===== src/rtl/eth_coll_pkg.sv =====
package eth_coll_pkg;
  typedef enum logic [1:0] {
    ST_IDLE    = 2'd0,
    ST_DEFER   = 2'd1,
    ST_JAM     = 2'd2,
    ST_BACKOFF = 2'd3
  } coll_st_e;
endpackage


===== src/rtl/eth_frame_bitcnt.sv =====
module eth_frame_bitcnt #(
  parameter int CNT_W     = 16,
  parameter int SLOT_BITS = 512
) (
  input  logic clk_i,
  input  logic rst_ni,
  input  logic tx_active_i,
  input  logic bit_stb_i,
  output logic late_zone_o
);
  logic [CNT_W-1:0] cnt_q;

  always_ff @(posedge clk_i or negedge rst_ni) begin
    if (!rst_ni) begin
      cnt_q <= '0;
    end else if (!tx_active_i) begin
      cnt_q <= '0;
    end else if (bit_stb_i && (cnt_q != {CNT_W{1'b1}})) begin
      cnt_q <= cnt_q + 1'b1;
    end
  end

  assign late_zone_o = (cnt_q >= CNT_W'(SLOT_BITS));

  AST_CNT_CLEARS: assert property (@(posedge clk_i) disable iff (!rst_ni)
    !tx_active_i |=> !late_zone_o);
endmodule


===== src/rtl/eth_bo_lfsr.sv =====
module eth_bo_lfsr #(
  parameter int          W     = 16,
  parameter int          OUT_W = 10,
  parameter logic [W-1:0] POLY = 16'hB400,
  parameter logic [W-1:0] SEED = 16'hACE1
) (
  input  logic             clk_i,
  input  logic             rst_ni,
  output logic [OUT_W-1:0] rnd_o
);
  logic [W-1:0] q;

  always_ff @(posedge clk_i or negedge rst_ni) begin
    if (!rst_ni) q <= SEED;
    else if (q[0]) q <= (q >> 1) ^ POLY;
    else q <= q >> 1;
  end

  assign rnd_o = q[OUT_W-1:0];

  AST_LFSR_ALIVE: assert property (@(posedge clk_i) disable iff (!rst_ni)
    q != '0);
endmodule


===== src/rtl/eth_bo_timer.sv =====
module eth_bo_timer #(
  parameter int SLOT_BITS = 512,
  parameter int SLOTS_W   = 10
) (
  input  logic               clk_i,
  input  logic               rst_ni,
  input  logic               load_i,
  input  logic [SLOTS_W-1:0] slots_i,
  input  logic               bit_stb_i,
  output logic               done_o
);
  localparam int BIT_W = (SLOT_BITS > 1) ? $clog2(SLOT_BITS) : 1;

  logic               active_q;
  logic [SLOTS_W-1:0] rem_q;
  logic [BIT_W-1:0]   bit_q;

  always_ff @(posedge clk_i or negedge rst_ni) begin
    if (!rst_ni) begin
      active_q <= 1'b0;
      rem_q    <= '0;
      bit_q    <= '0;
    end else if (load_i) begin
      active_q <= 1'b1;
      rem_q    <= slots_i;
      bit_q    <= '0;
    end else if (active_q) begin
      if (rem_q == '0) begin
        active_q <= 1'b0;
      end else if (bit_stb_i) begin
        if (bit_q == BIT_W'(SLOT_BITS - 1)) begin
          bit_q <= '0;
          rem_q <= rem_q - 1'b1;
        end else begin
          bit_q <= bit_q + 1'b1;
        end
      end
    end
  end

  assign done_o = active_q && (rem_q == '0);

  AST_TMR_DONE_ONCE: assert property (@(posedge clk_i) disable iff (!rst_ni)
    done_o && !load_i |=> !done_o);
endmodule


===== src/rtl/eth_coll_ctrl.sv =====
module eth_coll_ctrl
  import eth_coll_pkg::*;
#(
  parameter int SLOT_BITS    = 512,
  parameter int JAM_BITS     = 32,
  parameter int MAX_ATTEMPTS = 16,
  parameter int BACKOFF_CAP  = 10,
  parameter int CNT_W        = 16,
  parameter int LFSR_W       = 16
) (
  input  logic clk_i,
  input  logic rst_ni,
  input  logic bit_stb_i,
  input  logic col_i,
  input  logic preamble_i,
  input  logic tx_active_i,
  output logic jam_en_o,
  output logic jam_bit_o,
  output logic retry_o,
  output logic abort_o,
  output logic late_col_o,
  output logic excess_retry_o
);
  localparam int ATT_W   = $clog2(MAX_ATTEMPTS + 1);
  localparam int JAM_W   = (JAM_BITS > 1) ? $clog2(JAM_BITS) : 1;
  localparam int SLOTS_W = BACKOFF_CAP;

  coll_st_e           st_q;
  logic [JAM_W-1:0]   jam_cnt_q;
  logic [ATT_W-1:0]   att_q;
  logic               col_late_q;
  logic               tx_q;
  logic               abort_q, retry_q, late_q, excess_q;

  logic               late_zone;
  logic               bo_done;
  logic [SLOTS_W-1:0] rnd;
  logic [ATT_W-1:0]   att_nxt;
  logic [ATT_W-1:0]   exp_w;
  logic [SLOTS_W-1:0] mask;
  logic               jam_last;
  logic               limit_hit;
  logic               bo_load;
  logic               tx_rise, tx_fall;

  eth_frame_bitcnt #(.CNT_W(CNT_W), .SLOT_BITS(SLOT_BITS)) u_bitcnt (
    .clk_i       (clk_i),
    .rst_ni      (rst_ni),
    .tx_active_i (tx_active_i),
    .bit_stb_i   (bit_stb_i),
    .late_zone_o (late_zone)
  );

  eth_bo_lfsr #(.W(LFSR_W), .OUT_W(SLOTS_W)) u_lfsr (
    .clk_i  (clk_i),
    .rst_ni (rst_ni),
    .rnd_o  (rnd)
  );

  eth_bo_timer #(.SLOT_BITS(SLOT_BITS), .SLOTS_W(SLOTS_W)) u_timer (
    .clk_i     (clk_i),
    .rst_ni    (rst_ni),
    .load_i    (bo_load),
    .slots_i   (rnd & mask),
    .bit_stb_i (bit_stb_i),
    .done_o    (bo_done)
  );

  assign tx_rise   = tx_active_i && !tx_q;
  assign tx_fall   = !tx_active_i && tx_q;
  assign att_nxt   = att_q + 1'b1;
  assign exp_w     = (att_nxt > ATT_W'(BACKOFF_CAP)) ? ATT_W'(BACKOFF_CAP) : att_nxt;
  assign mask      = ~({SLOTS_W{1'b1}} << exp_w);
  assign jam_last  = (st_q == ST_JAM) && bit_stb_i && (jam_cnt_q == JAM_W'(JAM_BITS - 1));
  assign limit_hit = (att_nxt >= ATT_W'(MAX_ATTEMPTS));
  assign bo_load   = jam_last && !col_late_q && !limit_hit;

  always_ff @(posedge clk_i or negedge rst_ni) begin
    if (!rst_ni) begin
      st_q       <= ST_IDLE;
      jam_cnt_q  <= '0;
      att_q      <= '0;
      col_late_q <= 1'b0;
      tx_q       <= 1'b0;
      abort_q    <= 1'b0;
      retry_q    <= 1'b0;
      late_q     <= 1'b0;
      excess_q   <= 1'b0;
    end else begin
      tx_q    <= tx_active_i;
      abort_q <= 1'b0;
      retry_q <= 1'b0;
      if (tx_rise) begin
        late_q   <= 1'b0;
        excess_q <= 1'b0;
      end
      unique case (st_q)
        ST_IDLE: begin
          if (tx_active_i && col_i) begin
            col_late_q <= late_zone;
            jam_cnt_q  <= '0;
            st_q       <= preamble_i ? ST_DEFER : ST_JAM;
          end else if (tx_fall) begin
            att_q <= '0;
          end
        end
        ST_DEFER: begin
          if (!preamble_i) st_q <= ST_JAM;
        end
        ST_JAM: begin
          if (jam_last) begin
            if (col_late_q) begin
              abort_q <= 1'b1;
              late_q  <= 1'b1;
              att_q   <= '0;
              st_q    <= ST_IDLE;
            end else if (limit_hit) begin
              abort_q  <= 1'b1;
              excess_q <= 1'b1;
              att_q    <= '0;
              st_q     <= ST_IDLE;
            end else begin
              att_q <= att_nxt;
              st_q  <= ST_BACKOFF;
            end
          end else if (bit_stb_i) begin
            jam_cnt_q <= jam_cnt_q + 1'b1;
          end
        end
        ST_BACKOFF: begin
          if (bo_done) begin
            retry_q <= 1'b1;
            st_q    <= ST_IDLE;
          end
        end
        default: st_q <= ST_IDLE;
      endcase
    end
  end

  assign jam_en_o       = (st_q == ST_JAM);
  assign jam_bit_o      = (st_q == ST_JAM);
  assign retry_o        = retry_q;
  assign abort_o        = abort_q;
  assign late_col_o     = late_q;
  assign excess_retry_o = excess_q;

  AST_JAM_ENDS_ON_STB: assert property (@(posedge clk_i) disable iff (!rst_ni)
    $fell(jam_en_o) |-> $past(bit_stb_i));
  AST_JAM_AFTER_PRE: assert property (@(posedge clk_i) disable iff (!rst_ni)
    $rose(jam_en_o) |-> !$past(preamble_i));
  AST_RETRY_PULSE: assert property (@(posedge clk_i) disable iff (!rst_ni)
    retry_o |=> !retry_o);
  AST_ABORT_PULSE: assert property (@(posedge clk_i) disable iff (!rst_ni)
    abort_o |=> !abort_o);
  AST_ABORT_AT_JAM_END: assert property (@(posedge clk_i) disable iff (!rst_ni)
    $rose(abort_o) |-> $fell(jam_en_o));
  AST_LATE_NO_RETRY: assert property (@(posedge clk_i) disable iff (!rst_ni)
    late_col_o |-> !retry_o);
  AST_EXCESS_WITH_ABORT: assert property (@(posedge clk_i) disable iff (!rst_ni)
    $rose(excess_retry_o) |-> abort_o);
  AST_ONE_EXIT: assert property (@(posedge clk_i) disable iff (!rst_ni)
    !(abort_o && retry_o));
endmodule


===== config.mk =====
export PLATFORM = sky130hd
export DESIGN_NAME = eth_coll_ctrl
export DESIGN_NICKNAME = d
export VERILOG_FILES = /design/src/rtl/eth_coll_pkg.sv /design/src/rtl/eth_frame_bitcnt.sv /design/src/rtl/eth_bo_lfsr.sv /design/src/rtl/eth_bo_timer.sv /design/src/rtl/eth_coll_ctrl.sv
export SDC_FILE = /design/constraint.sdc
export NUM_CORES = 1
export LEC_CHECK = 0
export BUFFER_PORTS_ARGS = -buffer_cell sky130_fd_sc_hd__buf_4
export CAP_MARGIN = 20
export CORE_MARGIN = 8
export CORE_UTILIZATION = 62
export CTS_CLUSTER_DIAMETER = 30
export DETAILED_ROUTE_END_ITERATION = 8
export HOLD_SLACK_MARGIN = 0.12
export PLACE_DENSITY = 0.91
export SYNTH_ARGS = -nofsm -noshare
export SYNTH_HDL_FRONTEND = slang
export SYNTH_SLANG_ARGS = --single-unit

===== constraint.sdc =====
create_clock -name clk_i -period 2.7 [get_ports clk_i]
set_input_delay 0.27 -clock clk_i [delete_from_list [all_inputs] [get_ports clk_i]]
set_output_delay 0.27 -clock clk_i [all_outputs]
set_load 0.01 [all_outputs]

==> metrics.json <==
{
  "setup_path": {
    "path_class": "reg2reg",
    "worst-endpoint-arrival_ns": 2.77,
    "worst_setup_path_startpoint": "u_timer.bit_q[1]",
    "critical_path.startpoint_type": "flip-flop",
    "timing.critical_path.to_type": "flip-flop",
    "critical_path_peak_fanout": 7,
    "r2r-start": "u_timer.bit_q[1]",
    "worstPathRequired_ns": 2.92
  },
  "routing": {
    "drtIter0Drc": 229,
    "via_per_inst": 6.26,
    "num_vias": 2722,
    "antenna_violating_nets_post_route": 0,
    "dr.pass1.iters": 5,
    "routed_wire_length_per_instance_um": 16.8,
    "drcViolationCount": 0,
    "drt-total-wl_um": 7330
  },
  "die": {
    "core-area_sq_um": 5510,
    "core.rowCount": 27,
    "ios": 12,
    "initial_utilization_pct": 64.1,
    "die_width_um": 91.4,
    "die_h_um": 91.4,
    "floorplan.die_area_sq_um": 8360
  },
  "sta": {
    "final.hold.worst_slack_ns": 0.159,
    "timing.final.hold_violations": 0,
    "final-max-slew-violation-count": 0,
    "max_clock_freq_mhz": 393,
    "grt_setup_unrepaired": "no",
    "worst_margin_slew_ns": 0.843,
    "finalClockSkew_ns": 0.00650,
    "setup-violations-final": 0,
    "timing.slew.headroom_pct": 43.8,
    "setup-tns-final_ns": 0,
    "fin_crit_ns": 2.55,
    "final.period_utilization_pct": 94.3
  },
  "finish": {
    "fill_cells": 372,
    "share_of_layout_cells_above_drive_strength_1_pct": 13.8,
    "finalNetCount": 373,
    "most-common-layout-cells": "dfrtp_1, nor2_1, nand2_1",
    "multi_input_comb_area_sq_um": 1660,
    "synthToLayoutAreaGrowth_pct": 9.65,
    "layoutNonFillerInstCount": 435,
    "antennaDiodeCount": 0,
    "final-seq-area_sq_um": 1760,
    "mostFrequentLayoutCell": "dfrtp_1"
  },
  "clock_network": {
    "cts-buffers-inserted": 9,
    "clock_sink_count": 70,
    "cts_tree": "yes",
    "worst_setup_hold_path_clk_slew_ns": 0.07,
    "clock_insertion_delay_worst_skew_ns": 0.35,
    "clk_path_buf_depth": 2,
    "cts.repair.resized": 0,
    "clockRootBuffer": "clkbuf_8",
    "clock_tree.htree_level_count": 3
  },
  "placed_design": {
    "dp_hpwl_um": 4760,
    "place_congestion": 0.882,
    "port_buffers": 11,
    "placedCellCount": 418
  },
  "power_and_ir_drop": {
    "power.static_leakage_nw": 1.73,
    "irDropWorstVdd_uv": 498,
    "power_density_nw_per_um2": 630
  },
  "logic_synthesis": {
    "synth_area_leaders": "dfrtp_1, dfstp_2, xnor2_1, ha_1, xor2_1",
    "synthArstFlopShare_pct": 100,
    "avgSynthCellArea_sq_um": 10.2,
    "ys_seq_elements": 70,
    "seq_area_frac_synth_pct": 49.9,
    "syn_area_sq_um": 3530,
    "postSynth.topFlopCell": "dfrtp_1",
    "synth-edff-count": 0,
    "syn-num-nets": 360,
    "synthesis.yosys.warnings": 0,
    "synth_top_cell_area_share_pct": 44.0,
    "post_synth_inst_count": 345,
    "synth_cell_types": 56,
    "post-synth-top-area-cell": "dfrtp_1"
  },
  "global_route": {
    "grt_usage_pct": 17.6,
    "grt.overflow.total": 0,
    "antenna_found_initial": 0,
    "grt_pass1_wl_um": 12100,
    "first_global_vias": 2629,
    "grt_start_max_net_pins": 71
  },
  "min_path": {
    "hold_path.startpoint": "tx_active_i",
    "hold_path.class": "in2reg"
  },
  "status": {
    "outcome": "finished, final reports clean"
  },
  "job": {
    "cap_viol_max_count": 0
  }
}
==> worst paths after layout <==
check | to | slack (ns) | depth (start not counted)
worst max-delay path | u_timer.rem_q[9] | 0.15 | 9
worst min-delay path | tx_q | 0.16 | 1
worst max register to register | u_timer.rem_q[9] | 0.15 | 9
worst min register to register | u_lfsr.q[11] | 0.35 | 0
max in group asynchronous | jam_cnt_q[2] | 1.58 | 2
min in group asynchronous | u_timer.bit_q[5] | 0.58 | 2
==> sequential cells by signal, indices dropped and copies added (netlist names) <==
register          cells
u_lfsr.q             16
u_timer.active_q      1
col_late_q            1
att_q                 5
abort_o               1
excess_retry_o        1
retry_o               1
st_q                  2
u_bitcnt.cnt_q       16
late_col_o            1
u_timer.bit_q         9
u_timer.rem_q        10
jam_cnt_q             5
tx_q                  1
==> cell usage after synthesis (8+ instances only) <==
cell type  instances
nor2_1            23
ha_1               9
o21ai_0            8
nand2_1           22
and2_1            13
xor2_1            11
and3_1             9
a21oi_1           15
dfstp_2            8
nor3_1             9
inv_1             10
o21ai_1           15
dfrtp_1           62
nand3_1           14
xnor2_1           15
==> per-stage QoR <==
stage                     setup WS (ns)  power [W]  util (%)  instance area (sq um)
final                             0.154    0.00244      70.3                   3870
after global routing             0.0569    0.00252      70.3                   3870
after floorplan                   0.435    0.00147         -                   3530
after detailed placement          0.268    0.00160      66.4                   3660
after global placement            0.278    0.00157      66.4                   3660
after CTS                         0.213    0.00244      70.3                   3870
==> cell families after synthesis <==
| logic type | count (synthesis) | share of synthesized area, % |
|---|---|---|
| simple gates | 135 | 21.6 |
| flops | 70 | 49.9 |
| fa+ha+maj | 9 | 3.19 |
| buf+inv | 24 | 3.12 |
| mux | 6 | 1.77 |
| compound gates | 75 | 13.9 |
| xor+xnor | 26 | 6.45 |
==> critical path: stages, from the launching register on <==
cell and delay, ns:
dfrtp_1 0.38, ha_1 0.24, and3_1 0.19, and3_1 0.19, ha_1 0.26, and2_1 0.36
nand3_4 0.12, or3b_1 0.40, mux2i_1 0.19, a21oi_1 0.09
==> cell type report <==
type	instances	share of cell area (%)
inverters	10	0.970
multi-input cells	251	42.8
repair buffers	16	3.17
clock buffers	12	4.01
well taps	72	2.33
clock inverters	4	1.16
flip-flops and latches	70	45.5
==> power breakdown <==
group	switching, W	leakage (nW)	internal, W	total [W]
logic	0.000200	0.702	0.000165	0.000364
registers	0.0000993	0.923	0.00112	0.00122
clock network	0.000376	0.106	0.000472	0.000848
==> metal layers <==
| metal | track usage (%) | wire length (um) | vias to the layer above |
|---|---|---|---|
| met5 | 0 | 0 | - |
| met4 | 9.69 | 196 | 0 |
| met3 | 4.53 | 381 | 22 |
| met2 | 28.3 | 3520 | 113 |
| met1 | 21.2 | 3230 | 1319 |
| li1 | - | - | 1268 |
==> timing repair <==
item | in CTS | in global routing
setup buffers | 0 | 0
endpoints found under the hold margin | 62 | 0
hold buffers | 1 | 0
No activity file was read; power rests on OpenSTA's default activity.
